### src/rtl/irq_stack_halt_seq.sv
module irq_stack_halt_seq #(
  parameter int PC_W  = 12,
  parameter int DEPTH = 7,
  parameter logic [PC_W-1:0] VEC = 'h003,
  parameter int DW    = 4,
  parameter int NREG  = 16,
  parameter int NALT  = 8
) (
  input  logic                    clk,
  input  logic                    rst_n,
  input  logic                    cyc_stb,
  input  logic                    call_stb,
  input  logic                    ret_stb,
  input  logic                    iret_stb,
  input  logic                    irq_on_cmd,
  input  logic                    bank_cmd,
  input  logic                    bank_val,
  input  logic [PC_W-1:0]         pc_in,
  input  logic                    irq_req,
  input  logic                    stop_req,
  input  logic                    step_mode,
  output logic                    pc_load,
  output logic [PC_W-1:0]         pc_out,
  output logic                    irq_ack,
  output logic                    stop_ack,
  output logic                    stk_ovf,
  output logic                    bank_act,
  input  logic                    rf_we,
  input  logic [$clog2(NREG)-1:0] rf_waddr,
  input  logic [DW-1:0]           rf_wdata,
  input  logic [$clog2(NREG)-1:0] rf_raddr,
  output logic [DW-1:0]           rf_rdata
);
  localparam int AW = $clog2(NREG);
  localparam int LW = $clog2(NALT);
  localparam int PW = $clog2(DEPTH);
  localparam int CW = $clog2(DEPTH + 1);
  localparam logic [AW-1:0] ALT_TOP = AW'(NALT);
  localparam logic [PW-1:0] PTR_TOP = PW'(DEPTH - 1);
  localparam logic [CW-1:0] FULL    = CW'(DEPTH);

  typedef enum logic [1:0] {S_RUN = 2'd0, S_STOP = 2'd1, S_STEP = 2'd2} hstate_t;

  hstate_t          st;
  logic [PC_W-1:0]  stk [DEPTH];
  logic [PW-1:0]    ptr;
  logic [CW-1:0]    fill;
  logic             irq_en;
  logic [DW-1:0]    b0 [NREG];
  logic [DW-1:0]    b1 [NALT];

  logic live, busy, take, push, pop;
  logic [PW-1:0] ptr_up, ptr_dn;

  assign live   = (st != S_STOP);
  assign busy   = live & (call_stb | ret_stb | iret_stb);
  assign take   = cyc_stb & irq_req & irq_en & ~busy;
  assign push   = take | (cyc_stb & live & call_stb);
  assign pop    = cyc_stb & live & ~call_stb & (ret_stb | iret_stb);
  assign ptr_up = (ptr == PTR_TOP) ? '0 : ptr + 1'b1;
  assign ptr_dn = (ptr == '0) ? PTR_TOP : ptr - 1'b1;
  assign stop_ack = (st == S_STOP);

  always_ff @(posedge clk) begin
    if (push) stk[ptr] <= pc_in;
  end

  always_ff @(posedge clk) begin
    if (!rst_n) begin
      ptr     <= '0;
      fill    <= '0;
      stk_ovf <= 1'b0;
    end else if (push) begin
      ptr <= ptr_up;
      if (fill == FULL) stk_ovf <= 1'b1;
      else              fill    <= fill + 1'b1;
    end else if (pop) begin
      ptr <= ptr_dn;
      if (fill != '0) fill <= fill - 1'b1;
    end
  end

  always_ff @(posedge clk) begin
    if (!rst_n) begin
      pc_load <= 1'b0;
      irq_ack <= 1'b0;
      pc_out  <= '0;
    end else begin
      pc_load <= take | pop;
      irq_ack <= take;
      if (take)     pc_out <= VEC;
      else if (pop) pc_out <= stk[ptr_dn];
    end
  end

  always_ff @(posedge clk) begin
    if (!rst_n)                                         irq_en <= 1'b1;
    else if (take)                                      irq_en <= 1'b0;
    else if (cyc_stb && live && (iret_stb || irq_on_cmd)) irq_en <= 1'b1;
  end

  always_ff @(posedge clk) begin
    if (!rst_n)                          bank_act <= 1'b0;
    else if (cyc_stb && live && bank_cmd) bank_act <= bank_val;
  end

  always_ff @(posedge clk) begin
    if (!rst_n) st <= S_RUN;
    else if (cyc_stb) begin
      if (take) st <= S_RUN;
      else begin
        case (st)
          S_RUN:   if (stop_req) st <= S_STOP;
          S_STOP:  if (!stop_req) st <= step_mode ? S_STEP : S_RUN;
          default: st <= S_STOP;
        endcase
      end
    end
  end

  always_ff @(posedge clk) begin
    if (!rst_n) begin
      for (int i = 0; i < NREG; i++) b0[i] <= '0;
      for (int i = 0; i < NALT; i++) b1[i] <= '0;
    end else if (rf_we) begin
      if (bank_act && rf_waddr < ALT_TOP) b1[rf_waddr[LW-1:0]] <= rf_wdata;
      else                                b0[rf_waddr]         <= rf_wdata;
    end
  end

  assign rf_rdata = (bank_act && rf_raddr < ALT_TOP) ? b1[rf_raddr[LW-1:0]] : b0[rf_raddr];

endmodule

### config.mk
export PLATFORM = sky130hd
export DESIGN_NAME = irq_stack_halt_seq
export DESIGN_NICKNAME = d
export VERILOG_FILES = /design/src/rtl/irq_stack_halt_seq.sv
export SDC_FILE = /design/constraint.sdc
export NUM_CORES = 1
export LEC_CHECK = 0
export BUFFER_PORTS_ARGS = -buffer_cell sky130_fd_sc_hd__buf_2
export CAP_MARGIN = 20
export CORE_ASPECT_RATIO = 0.9
export CORE_MARGIN = 1.5
export CORE_UTILIZATION = 24
export DETAILED_ROUTE_END_ITERATION = 8
export GPL_TIMING_DRIVEN = 0
export PLACE_DENSITY_LB_ADDON = 0.1
export REMOVE_ABC_BUFFERS = 1
export SLEW_MARGIN = 20
export SYNTH_ARGS = -nofsm -noshare
export SYNTH_HDL_FRONTEND = slang
export SYNTH_SLANG_ARGS = --single-unit
### constraint.sdc
create_clock -name clk -period 2.4 [get_ports clk]
set_clock_uncertainty 0.1 [all_clocks]
set_input_delay 0.48 -clock clk [delete_from_list [all_inputs] [get_ports clk]]
set_output_delay 0.48 -clock clk [all_outputs]
set_load 0.005 [all_outputs]
-- Word level (Yosys, flattened, before mapping)
Memories as Yosys holds them, arrays and structs flattened.
Cells that the tools add are included.
- memories: 3
- output and inout bits: 21
- register bits: 25
- memory bits (writable): 180
- input port bits: 37
- memory list (memory ; words ; width ; read ports ; clocked after Yosys merged registers in ; wr ports ; line ; RTL):
    stk ; 7 ; 12 ; 1 ; 0 ; 1 ; 45 ; logic [PC_W-1:0] stk [DEPTH];
    b0 ; 16 ; 4 ; 1 ; 0 ; 16 ; 49 ; logic [DW-1:0] b0 [NREG];
    b1 ; 8 ; 4 ; 1 ; 0 ; 8 ; 50 ; logic [DW-1:0] b1 [NALT];
- add/subtract/negate cells: 4
- reductions and logical operators: 19
- $lt $le $gt $ge: 2
- eq/ne operators: 7
- bitwise gates (word level): 16
- muxes and demuxes: 35
- operators with widths (operator ; number):
    2-to-1 mux 3 bit ; 9
    2-to-1 mux 4 bit ; 4
    2-to-1 mux 1 bit ; 15
    2-to-1 mux 2 bit ; 6
    bitwise AND 1 bit ; 8
    less-than comparator 4 bit, second input constant ; 2
    nonzero test 2 bit ; 4
    OR reduction 4 bit ; 2
    adder 3 x 1 -> 3 bit, second input constant ; 2
    == test 3 bit, second input constant ; 2
    AND reduction 3 bit ; 2
    subtractor 3 x 1 -> 3 bit, second input constant ; 2
    logical AND 1 bit ; 5
    bitwise OR 1 bit ; 5
    one-hot mux 2 bit (2 select lines) ; 1
    logical NOT 3 bit ; 1
    inequality test 3 x 2 -> 1 bit, second input constant ; 1
    inequality test 3 bit, second input constant ; 1
    inverter 1 bit ; 3
    nonzero test 3 bit ; 1
    == test 2 x 1 -> 1 bit, second input constant ; 1
    logical NOT 2 bit ; 1
    inequality test 2 x 1 -> 1 bit, second input constant ; 1
    inequality test 2 bit, second input constant ; 1
    3 further kinds ; 3

-- Depth between registers and ports, before layout
- depth in word-level cells: 8
- gate-level depth with buffers: 10

-- Least setup slack after synthesis
No wires, ideal clock.
- kind: input-to-reg
- from: input ret_stb
- to: memory stk[4][0] (enable)
- data arrival time: 2.103 ns
- library setup time: 0.396 ns
- path slack: -0.199 ns
- stages on the path: 5
- buffers on the path: 0
- path through: or2_2 a21o_1 nand2_1 nand2_1 nor3_1
- word-level cells in the longest chain between the ends: 8
- ends and longest elaborated chain (what ; line ; RTL):
    start, declared ; 13 ; input logic ret_stb,
    bitwise OR 1 bit (2 in series) ; 56 ; assign busy = live & (call_stb | ret_stb | iret_stb);
    bitwise AND 1 bit ; 56 ;
    inverter 1 bit ; 57 ; assign take = cyc_stb & irq_req & irq_en & ~busy;
    bitwise AND 1 bit ; 57 ;
    bitwise OR 1 bit ; 58 ; assign push = take | (cyc_stb & live & call_stb);
    2-to-1 mux 1 bit ; 65 ; if (push) stk[ptr] <= pc_in;
    2-to-1 mux 1 bit (implied by the code) ; 65 ;
    end, declared ; 45 ;
Every way passes these cells.

-- Final worst setup path
- from: memory b0[11][1]
- to: output rf_rdata[1]
- word-level cells in the longest chain between the ends: 2
- ends and longest elaborated chain (what ; line ; RTL):
    start, declared ; 49 ;
    memory read (16 x 4 bit) ; - ;
    2-to-1 mux 4 bit ; 131 ; assign rf_rdata = (bank_act && rf_raddr < ALT_TOP) ? b1[rf_raddr[LW-1:0]] : b0[rf_raddr];
    end, declared ; 32 ; output logic [DW-1:0] rf_rdata
Every way passes these cells.

==> out/metrics.cfg <==
[min_path]
hp-start=bank_val
hold_class=input port to flop
whs_path_depth=3
whs_endpoint=bank_act

[cells_and_area]
stdcell_area_um2=11100
nFillCells=3668
layout_commonest_cell=edfxtp_1
diodes=0
seq_area_um2=5910
nNetsFinal=774
drive_above_1_share_pct=25.1
final_cell_mix=edfxtp_1 (180), and2_1 (100), buf_2 (54)
multi_input_area_um2=3310
area_growth_pct=21.1

[placed_design]
place_congestion=0.770
place_hpwl_um=15700
portBuffers=57
placed_area_um2=10000
pre_cts_ws_ns=-1.91

[global_route]
antenna_found_initial=0
grt_max_degree=36
grt-ovfl-total=0
grt_pass1_vias=6086
grtUsageTotal_pct=12.8
grt_pass1_wl_um=37600

[logic_synthesis]
synthXorXnorAreaFrac_pct=0.0952
synth_enable_flop_cells=180
muxShareOfSynthArea_pct=9.31
synth_simple_gate_area_share_pct=13.6
async_reset_ff_share_pct=0
netlist_area_um2=9200
syn_inst=674
synth-compound-area-share_pct=9.70
ys_warn_count=0
ys_seq_area_share_pct=64.2
synthAdderAreaFrac_pct=0.816
synth_ff_type=edfxtp_1
synth_top_family_by_area=simple AND/OR/NAND/NOR gates
synth_cell_type_count=50
syn_area_per_cell_um2=13.7
ys_ff_latch=205

[drt]
wl_per_cell_um=20.4
vias=5800
dr.pass1.iters=4
drtIter0Drc=296
drc=0
avgViaCountPerCell=4.71
postRouteWirelength_um=25100
drtAntennaViolNets=0

[floorplan]
rows=67
die_w_um=209
die_h_um=189
die_area_um2=39500
pin_count=58
initial_core_util_pct=24.6
core_area_um2=37500

[sta]
setup_viol=4
rsz0062_at_grt=yes
slew_violations=0
worst_pin_slew_ns=0.699
fin_ws_ns=-0.167
post-route-min-period_ns=2.57
fmax_mhz=390
max-slew-margin-rel_pct=53.4
period_share_pct=107
timing.hold.ws_ns=0.106
hold_violations=0

[worst_setup_path]
path_class=flop to primary output
critPathCaptureType=primary output
crit_required_ns=1.82
critPathLaunchType=flop
reg2reg_slack_ns=0.11
r2r.worst_path.cells=7
critPathMaxFanout=1
arrival_ns=1.99
r2r_end=pc_out[1]
r2r_start=ptr[1]

[pwr]
p_leak_nw=3.87
ir_worst_vdd_v=0.000524
power_density_nw_per_um2=804

[run_status]
status=complete, but fails checks
violations=negative setup slack

[clocking]
cts_max_level=1
cts_sinks=205
cts_tree=built
cts_buffers=25
cts.clk_slew.worst_paths_ns=0.06
root_buffer=clkbuf_16
clk_latency_ns=0.52
cts_max_path_buffers=3

[run]
maxCapViolations=0

-- area by class of cell --
type                    instances  share of cell area (%)
clock buffers                  34                    6.01
clock inverters                10                    1.53
inverters                       9                   0.314
multi-input cells             420                    29.7
flip-flops and latches        205                    53.0
well taps                     483                    5.42
repair buffers                 70                    3.98
-- worst max path at each step --
stage / to / slack [ns] / start
final: rf_rdata[1] / -0.17 / b0[11][1]
after global routing: rf_rdata[1] / -0.24 / b0[11][1]
after CTS: rf_rdata[2] / -0.17 / b0[11][2]
after detailed placement: pc_out[1] / -1.91 / ptr[0]
after global placement: pc_out[1] / -3.27 / ptr[0]
after floorplan: pc_out[3] / -1.33 / ptr[0]
-- logic make-up (layout without fill, tap and decap cells) --
family | after synthesis | after routing
and+or+nand+nor | 225 | 226
DFF | 205 | 205
AOI/OAI and AO/OA | 128 | 128
muxes | 59 | 59
adders and majority gates | 6 | 6
buffers and inverters | 50 | 123
xor gates and xnor gates | 1 | 1
-- state kept, by name, summed over array words and instances, names as in the netlist --
name,cells
b0,64
b1,32
bank_act,1
fill,3
irq_ack,1
irq_en,1
pc_load,1
pc_out,12
ptr,3
st,2
stk,84
stk_ovf,1
-- critical path, stage by stage, from the launching register on --
cell and delay, ns:
edfxtp_1 0.39, mux4_2 0.51, a22oi_2 0.25, o311ai_2 0.16, buf_2 0.15
-- power breakdown --
group | total [mW] | switching [mW] | internal, mW
sequential | 4.09 | 0.0722 | 4.02
clock | 3.89 | 1.42 | 2.47
combinational | 0.985 | 0.623 | 0.362
-- synthesized netlist by cell type, drive strengths merged, types with 2 or more instances --
cell / instances / share of area [%]
nand3b: 13 / 1.1
and2: 101 / 6.9
o211ai: 2 / 0.16
nand4: 2 / 0.14
ha: 6 / 0.82
a221oi: 3 / 0.29
dfxtp: 25 / 5.4
a2111oi: 2 / 0.19
and3: 5 / 0.35
a31oi: 4 / 0.27
nand3: 10 / 0.54
clkbuf: 27 / 1.1
a22oi: 5 / 0.41
nor2b: 8 / 0.54
o311ai: 2 / 0.19
edfxtp: 180 / 59
nor2: 47 / 1.9
or3b: 2 / 0.19
nand2b: 3 / 0.20
o21ai: 40 / 2.2
a211o: 11 / 1.0
o22ai: 13 / 0.88
o21a: 2 / 0.16
nor3: 8 / 0.44
mux2: 13 / 1.6
or2: 2 / 0.14
a211oi: 24 / 2.5
nand2: 17 / 0.69
or3: 4 / 0.27
o31a: 2 / 0.19
clkinv: 2 / 0.082
nor4: 2 / 0.14
buf: 14 / 0.82
inv: 7 / 0.29
mux4: 20 / 4.9
a21oi: 12 / 0.65
mux2i: 26 / 2.8
-- per-layer routing --
layer  part of all wire, %  wire, um  track usage [%]  vias up
li1                      -         -                -     2689
met1                    47     11700             17.2     2961
met2                    48     11900             21.5      112
met3                   3.7       918             2.02       38
met4                   2.1       534             3.51        0
met5                     0         0                0        -
-- timing repair --
action	4_1_cts	5_1_grt
setup endpoints to repair	161	33
cloned	0	1
hold buffers	0	0
buffers inserted	2	3
gates resized for setup	43	10
pin swaps	4	7
-- per-stage QoR --
stage | util [%] | power [mW] | setup TNS [ns] | instances
6_report | 29.7 | 8.97 | -0.373 | 1231
2_1_floorplan | - | 4.64 | -30.58 | 633
4_1_cts | 29.5 | 9.06 | -0.570 | 1227
3_3_place_gp | 26.5 | 5.01 | -237.85 | 1173
5_1_grt | 29.7 | 9.32 | -0.669 | 1231
3_5_place_dp | 26.8 | 5.05 | -126.90 | 1181
No activity file was read; power rests on OpenSTA's default activity.
